==> src/rtl/tmr_pkg.sv <==
package tmr_pkg;

   // Word offsets within the slot, decoded from address bits [1:0]
   typedef enum logic [1:0] {
      WORD_CNT_LO = 2'd0,
      WORD_CNT_HI = 2'd1,
      WORD_CTRL   = 2'd2,
      WORD_SPARE  = 2'd3
   } slot_word_e;

   localparam int unsigned WORD_SEL_W = 2;

   // Number of segments needed to cover a width with a segment size
   function automatic int unsigned seg_count(input int unsigned width, input int unsigned seg);
      return (width + seg - 1) / seg;
   endfunction

endpackage

==> src/rtl/tmr_ctrl.sv <==
module tmr_ctrl
   import tmr_pkg::*;
#(
   parameter int unsigned RUN_BIT = 0,
   parameter int unsigned CLR_BIT = 1
) (
   input  logic                  clk,
   input  logic                  rst,
   input  logic                  sel,
   input  logic                  wr,
   input  logic [WORD_SEL_W-1:0] word,
   input  logic                  run_req,
   input  logic                  clr_req,
   output logic                  run_q,
   output logic                  clr_pulse
);

   logic ctrl_hit;

   // Control word write decode: only the low address bits take part
   assign ctrl_hit = sel & wr & (slot_word_e'(word) == WORD_CTRL);

   // Run enable is latched state
   always_ff @(posedge clk) begin
      if (rst) begin
         run_q <= 1'b0;
      end else if (ctrl_hit) begin
         run_q <= run_req;
      end
   end

   // Clear lasts only as long as the single write cycle
   assign clr_pulse = ctrl_hit & clr_req;

endmodule

==> src/rtl/tmr_counter.sv <==
module tmr_counter
   import tmr_pkg::*;
#(
   parameter int unsigned CNT_W = 48,
   parameter int unsigned SEG_W = 16
) (
   input  logic             clk,
   input  logic             rst,
   input  logic             inc_en,
   input  logic             clr,
   output logic [CNT_W-1:0] cnt
);

   localparam int unsigned NSEG = seg_count(CNT_W, SEG_W);

   generate
      if (SEG_W >= CNT_W) begin : g_flat
         logic [CNT_W-1:0] cnt_q;

         always_ff @(posedge clk) begin
            if (rst || clr) begin
               cnt_q <= '0;
            end else if (inc_en) begin
               cnt_q <= cnt_q + CNT_W'(1);
            end
         end

         assign cnt = cnt_q;
      end else begin : g_seg
         logic [NSEG-1:0] carry;

         assign carry[0] = inc_en;

         for (genvar s = 0; s < NSEG; s++) begin : g_part
            localparam int unsigned LO = s * SEG_W;
            localparam int unsigned W  = ((CNT_W - LO) < SEG_W) ? (CNT_W - LO) : SEG_W;

            logic [W-1:0] part_q;

            always_ff @(posedge clk) begin
               if (rst || clr) begin
                  part_q <= '0;
               end else if (carry[s]) begin
                  part_q <= part_q + W'(1);
               end
            end

            // Ripple enable into the next segment when this one is all ones
            if (s < NSEG - 1) begin : g_carry
               assign carry[s+1] = carry[s] & (&part_q);
            end

            assign cnt[LO+W-1:LO] = part_q;
         end
      end
   endgenerate

endmodule

==> src/rtl/tmr_rdmux.sv <==
module tmr_rdmux
   import tmr_pkg::*;
#(
   parameter int unsigned CNT_W  = 48,
   parameter int unsigned DATA_W = 32
) (
   input  logic [WORD_SEL_W-1:0] word,
   input  logic [CNT_W-1:0]      cnt,
   output logic [DATA_W-1:0]     rdata
);

   localparam int unsigned HI_W  = CNT_W - DATA_W;
   localparam int unsigned PAD_W = DATA_W - HI_W;

   logic [DATA_W-1:0] lo_word;
   logic [DATA_W-1:0] hi_word;

   assign lo_word = cnt[DATA_W-1:0];

   generate
      if (PAD_W == 0) begin : g_full_hi
         assign hi_word = cnt[CNT_W-1:DATA_W];
      end else begin : g_pad_hi
         assign hi_word = {{PAD_W{1'b0}}, cnt[CNT_W-1:DATA_W]};
      end
   endgenerate

   always_comb begin
      unique case (slot_word_e'(word))
         WORD_CNT_LO: rdata = lo_word;
         WORD_CNT_HI: rdata = hi_word;
         default:     rdata = '0;
      endcase
   end

endmodule

==> src/rtl/slot_tick_timer.sv <==
module slot_tick_timer
   import tmr_pkg::*;
#(
   parameter int unsigned CNT_W   = 48,
   parameter int unsigned DATA_W  = 32,
   parameter int unsigned ADDR_W  = 5,
   parameter int unsigned SEG_W   = 16,
   parameter int unsigned RUN_BIT = 0,
   parameter int unsigned CLR_BIT = 1
) (
   input  logic              clk,
   input  logic              rst,
   input  logic              bus_sel,
   input  logic              bus_wr,
   input  logic              bus_rd,
   input  logic [ADDR_W-1:0] bus_addr,
   input  logic [DATA_W-1:0] bus_wdata,
   output logic [DATA_W-1:0] bus_rdata
);

   // Elaboration-time parameter checks
   generate
      if (CNT_W <= DATA_W) begin : g_bad_cnt_narrow
         $error("slot_tick_timer: CNT_W must exceed DATA_W");
      end
      if (CNT_W > 2 * DATA_W) begin : g_bad_cnt_wide
         $error("slot_tick_timer: CNT_W must fit in two data words");
      end
      if (ADDR_W < WORD_SEL_W) begin : g_bad_addr
         $error("slot_tick_timer: ADDR_W must be at least 2");
      end
      if (RUN_BIT == CLR_BIT || RUN_BIT >= DATA_W || CLR_BIT >= DATA_W) begin : g_bad_bits
         $error("slot_tick_timer: control bit positions invalid");
      end
      if (SEG_W == 0) begin : g_bad_seg
         $error("slot_tick_timer: SEG_W must be nonzero");
      end
   endgenerate

   logic [WORD_SEL_W-1:0] word_sel;
   logic                  go_q;
   logic                  clr_pulse;
   logic [CNT_W-1:0]      cnt_q;
   logic                  unused_ok;

   assign word_sel  = bus_addr[WORD_SEL_W-1:0];
   // Read strobe, upper address and spare data bits take no part in the function
   assign unused_ok = ^{bus_rd, bus_addr, bus_wdata};

   tmr_ctrl #(
      .RUN_BIT (RUN_BIT),
      .CLR_BIT (CLR_BIT)
   ) u_ctrl (
      .clk       (clk),
      .rst       (rst),
      .sel       (bus_sel),
      .wr        (bus_wr),
      .word      (word_sel),
      .run_req   (bus_wdata[RUN_BIT]),
      .clr_req   (bus_wdata[CLR_BIT]),
      .run_q     (go_q),
      .clr_pulse (clr_pulse)
   );

   tmr_counter #(
      .CNT_W (CNT_W),
      .SEG_W (SEG_W)
   ) u_cnt (
      .clk    (clk),
      .rst    (rst),
      .inc_en (go_q),
      .clr    (clr_pulse),
      .cnt    (cnt_q)
   );

   tmr_rdmux #(
      .CNT_W  (CNT_W),
      .DATA_W (DATA_W)
   ) u_rdmux (
      .word  (word_sel),
      .cnt   (cnt_q),
      .rdata (bus_rdata)
   );

endmodule

==> config.mk <==
export PLATFORM = sky130hd
export DESIGN_NAME = slot_tick_timer
export DESIGN_NICKNAME = d
export VERILOG_FILES = /design/src/rtl/tmr_pkg.sv /design/src/rtl/tmr_ctrl.sv /design/src/rtl/tmr_counter.sv /design/src/rtl/tmr_rdmux.sv /design/src/rtl/slot_tick_timer.sv
export SDC_FILE = /design/constraint.sdc
export NUM_CORES = 1
export LEC_CHECK = 0
export BUFFER_PORTS_ARGS = -buffer_cell sky130_fd_sc_hd__buf_2
export CORE_MARGIN = 5
export CORE_UTILIZATION = 40
export DETAILED_ROUTE_END_ITERATION = 8
export PLACE_DENSITY = 0.59
export SLEW_MARGIN = 15
export SYNTH_ARGS = -nofsm -noshare
export SYNTH_HDL_FRONTEND = slang
export SYNTH_SLANG_ARGS = --single-unit
==> constraint.sdc <==
create_clock -name clk -period 2.42 [get_ports clk]
set_input_delay 0.605 -clock clk [delete_from_list [all_inputs] [get_ports clk]]
set_output_delay 0.605 -clock clk [all_outputs]
set_load 0.05 [all_outputs]
Yosys cells after proc, flatten, opt, wreduce, memory -nomap -nowiden
Cells that the tools add are included.
{"block": "word_totals", "out_inout_bits": 32, "register_bits": 49, "input_bits": 42, "word_cells": 19}
{"block": "classes", "n_eq_ne": 2, "n_mux": 1, "n_bitwise": 5, "add_sub_neg": 3, "reduce_logical": 4}
{"op": "32-bit case mux with 2 select lines", "count": 1}
{"op": "16-bit by 1-bit adder with 16-bit output (second input constant)", "count": 3}
{"op": "16-bit AND reduction", "count": 2}
{"op": "1-bit bitwise AND", "count": 5}
{"op": "2-bit by 1-bit equality test with 1-bit output (second input constant)", "count": 1}
{"op": "2-bit equality test (second input constant)", "count": 1}
{"op": "2-bit logical NOT", "count": 1}
{"op": "1-bit logical OR", "count": 1}

Logic depth before layout (Yosys ltp)
{"block": "depth", "word_depth": 4, "mapped_depth": 8, "depth_no_buf": 5}

Modules after synthesis
A second synthesis with hierarchy kept.
{"block": "unflattened", "cells_unflattened": 355, "hier_area_um2": 2939.1}
{"module": "tmr_counter", "seq_area_each_um2": 960.9, "cells_per_inst": 295, "n_inst": 1, "area_per_inst_um2": 2487.4}
{"module": "tmr_rdmux", "seq_area_each_um2": 0.0, "cells_per_inst": 54, "n_inst": 1, "area_per_inst_um2": 391.6}
{"module": "tmr_ctrl", "seq_area_each_um2": 20.0, "cells_per_inst": 6, "n_inst": 1, "area_per_inst_um2": 60.1}

Least setup slack after synthesis
OpenSTA, ideal clock, no wires.
{"block": "synth_path", "path_kind": "input to output", "startpoint": "input bus_addr[0]", "endpoint": "output bus_rdata[21]", "n_path_buf": 2, "arrival_time_ps": 2276, "path_stages": 3, "slack_ps": -461, "required_time_ps": 1815, "cell_sequence": "clkbuf_1 buf_1 nor3_1"}
{"block": "synth_via", "elab_chain_len": 2, "elab_cells_between_ends": 3, "cone_classes": "1 x eq/ne; 1 x mux; 1 x reduce/logical"}
{"item": "start: declaration", "line_no": "slot_tick_timer.sv:16", "source": "input logic [ADDR_W-1:0] bus_addr,"}
{"item": "2-bit by 1-bit equality test with 1-bit output / 2-bit logical NOT (equally long branches)", "line_no": "tmr_rdmux.sv:29", "source": "unique case (slot_word_e'(word))"}
{"item": "32-bit case mux with 2 select lines *", "line_no": "tmr_rdmux.sv:29"}
{"item": "end: declaration", "line_no": "slot_tick_timer.sv:18", "source": "output logic [DATA_W-1:0] bus_rdata"}
Every way passes the cells marked *; elsewhere a longest branch is shown, timed or not.

Final worst setup path
{"block": "layout_path", "startpoint": "register u_cnt.g_seg.g_part[0].part_q[8]", "endpoint": "register u_cnt.g_seg.g_part[1].part_q[15]"}
{"block": "layout_via", "elab_chain_len": 2}
{"item": "start: declaration", "line_no": "tmr_counter.sv:38", "source": "logic [W-1:0] part_q;"}
{"item": "start signal: assignment", "line_no": "tmr_counter.sv:44", "source": "part_q <= part_q + W'(1);"}
{"item": "16-bit AND reduction", "line_no": "tmr_counter.sv:50", "source": "assign carry[s+1] = carry[s] & (&part_q);"}
{"item": "1-bit bitwise AND", "line_no": "tmr_counter.sv:50"}
{"item": "end signal: assignment", "line_no": "tmr_counter.sv:44"}
{"item": "end: declaration", "line_no": "tmr_counter.sv:38"}
Every way passes these cells.
A chain may end at the register's enable or synchronous reset.

==> out/metrics.yaml <==
first_pass_iters: 6
power.share.clock_pct: 44.4
place_area_mm2: 0.00321
grt_max_degree: 44
vias: 2622
vias_per_cell: 5.45
swShare_pct: 21.0
max_stage_delay_ns: 0.76
cp.arrival_ns: 2.48
htreeDepth: 2
grt_pass1_vias: 2363
cts_inserted_buffers: 5
avgSynthCellArea_um2: 8.19
status: "finished clean"
drt_iter0_markers: 103
cts_tree: "built"
diodes: 0
nNetsFinal: 429
cts_buffer_depth: 2
start_kind: "flop"
yosysSeqAreaShare_pct: 35.0
synth_top_area_share_pct: 35.0
fin_worst_skew_ns: 0.00919
max_clock_freq_mhz: 447
setup_viol: 0
start_util_pct: 41.2
drc_errors: 0
path_cells: "nand4_1, or4_4, or4_1, a21oi_1"
drtAntennaViolNets: 0
pwr-share-seq_pct: 51.3
p_switching_mw: 0.330
reg2reg_slack_ns: 0.18
p_per_area_mw_per_mm2: 470
post-dp-hpwl_um: 5160
period_minus_slack_ns: 2.24
worst-path-max-fanout: 43
hp-class: "reg -> reg"
clkTransAtPathRegs_ns: 0.10
slew_headroom_pct: 65.4
worstRegToRegCells: 4
whs_endpoint: "u_cnt.g_seg.g_part[2].part_q[15]$_SDFFE_PP0P_"
layout_common_cells: "49 x dfxtp_1, 39 x buf_2, 27 x mux2i_1"
synth_top_area_cell: "dfxtp_1"
p_leak_nw: 1.25
die_h_um: 93.7
async_flop_share_pct: 0
cap_violations: 0
synthesis.area_mm2: 0.00280
min-delay-start: "u_cnt.g_seg.g_part[2].part_q[15]$_SDFFE_PP0P_"
ys_ff_latch: 49
synth.yosys.warnings: 0
grt_pass1_wl_um: 11700
grt_usage_pct: 16.6
slew_violations: 0
synth_edf_count: 0
gp_congestion: 0.811
power_frac_comb_pct: 4.3
dieWidth_um: 93.7
fin_crit_sh_pct: 92.5
worst-setup-path-type: "reg -> reg"
rsz0062_at_grt: "false"
syn_to_final_growth_pct: 19.4
root_buffer: "clkbuf_8"
layout_commonest_cell: "dfxtp_1"
drt-wirelength-per-cell_um: 14.7
cts_setup_buffers: 0
drive_gt1_share_pct: 20.3
fill_cells: 665
netlist_top_cells_area: "dfxtp_1 35%, mux2i_1 9.7%, or4_1 4.8%, a21oi_1 4.6%, o31ai_1 4.6%"
syn_nets: 387
io_pins: 74
worstSkewPairLatency_ns: 0.31
core-area_mm2: 0.00679
synth_top_flop_cell: "dfxtp_1"
synthCells: 342
worst_pin_slew_ns: 0.515
hold_viol_final: 0
internal_power_mw: 1.24
die_area_mm2: 0.00877
critical_path.endpoint_type: "flop"
r2r-end: "u_cnt.g_seg.g_part[1].part_q[15]$_SDFFE_PP0P_"
holdWs_ns: 0.484
rows: 30
antenna_found_initial: 0
hold_depth: 2
stdcell_area_mm2: 0.00334
gr-total-overflow: 0
r2r_start: "u_cnt.g_seg.g_part[0].part_q[8]$_SDFFE_PP0P_"
clock_sinks: 49
worstPathRequired_ns: 2.66
portBuffers: 39
cp_slowest_cell: "or4_4"
yosysUniqueCellTypes: 31
routed_wl_um: 7060
ir_drop_mv: 0.252
-- metal layers --
| layer | up-vias | global-route usage [%] | routed length, µm |
|---|---|---|---|
| li1 | 1353 | - | - |
| met1 | 1222 | 22.3 | 3370 |
| met2 | 36 | 26.3 | 3380 |
| met3 | 11 | 2.56 | 155 |
| met4 | 0 | 6.98 | 153 |
| met5 | - | 0 | 0 |
-- cell type report --
class,instances,area (µm²),share of cell area [%]
clock buffer,5,68.8,2.06
clock inverter,3,65.1,1.95
inverter,5,18.8,0.561
multi-input combinational,266,1750,52.3
sequential,49,981,29.3
tap,96,120,3.59
timing repair buffer,57,343,10.3
-- per-stage QoR --
stage / std cells / setup TNS (ns) / utilization [%] / power [mW] / worst slack (ns)
final: 481 / 0 / 49.2 / 1.57 / 0.181
after global routing: 481 / 0 / 49.2 / 1.63 / 0.00229
after CTS: 481 / 0 / 49.2 / 1.59 / 0.0174
after detailed placement: 473 / 0 / 47.2 / 0.894 / 0.0176
after global placement: 473 / 0 / 47.2 / 0.893 / 0.0457
after floorplan: 342 / -0.482 / - / 0.869 / -0.0750
-- worst max-delay path, delay by kind of cell (launching register included) --
kind            cells  cell delay (ns)
compound gates      1             0.15
simple gates        3             1.58
flops               1             0.43
-- cell usage after synthesis, types with 7 or more instances --
cell type	instances
o31ai_1	17
nand2_1	24
or3_1	8
a21oi_1	26
xor2_1	7
o21ai_0	7
mux2i_1	27
dfxtp_1	49
nand2b_1	9
and2_1	15
and3_1	9
nand3_1	14
clkbuf_1	15
nand4_1	18
nor4_1	11
nor2_1	32
or4_1	18
-- flip-flops by register name, summed over array words and instances, names as in the netlist --
name / count
u_ctrl.run_q: 1
u_cnt.g_seg.g_part.part_q: 48
-- how the worst max path moves through the flow --
stage,cells past startpoint,from,to,slack (ns)
finish,4,u_cnt.g_seg.g_part[0].part_q[8]$_SDFFE_PP0P_,u_cnt.g_seg.g_part[1].part_q[15]$_SDFFE_PP0P_,0.18
global route,4,u_cnt.g_seg.g_part[0].part_q[8]$_SDFFE_PP0P_,u_cnt.g_seg.g_part[2].part_q[4]$_SDFFE_PP0P_,0.002
CTS,4,bus_addr[0],bus_rdata[31],0.02
detailed placement,4,bus_addr[0],bus_rdata[20],0.02
global placement,4,bus_addr[0],bus_rdata[16],0.05
floorplan,4,bus_addr[0],bus_rdata[1],-0.07
-- power by group through the flow --
stage          logic [mW]  registers (mW)  clock network, mW
2_1_floorplan      0.0429           0.826                  0
3_3_place_gp       0.0675           0.826                  0
3_5_place_dp       0.0687           0.826                  0
4_1_cts            0.0687           0.807              0.713
5_1_grt            0.0746           0.807              0.751
6_report           0.0680           0.807              0.697
-- cells by family (layout without fill, tap and decap cells) --
kind of cell,count (synthesis),after routing,share of synthesized area (%)
and+or+nand+nor,172,172,34.9
AOI/OAI and AO/OA,51,51,10.7
DFF,49,49,35.0
muxes,27,27,9.65
buffers and inverters,27,70,4.24
xor gates and xnor gates,13,13,4.07
adders and majority gates,3,3,1.34
-- timing repair --
action,in CTS,in global routing
endpoints found under the setup margin,0,23
gates resized for setup,0,1
hold endpoints to repair,0,0
hold buffers,0,0
(Power assumes the default switching activity.)
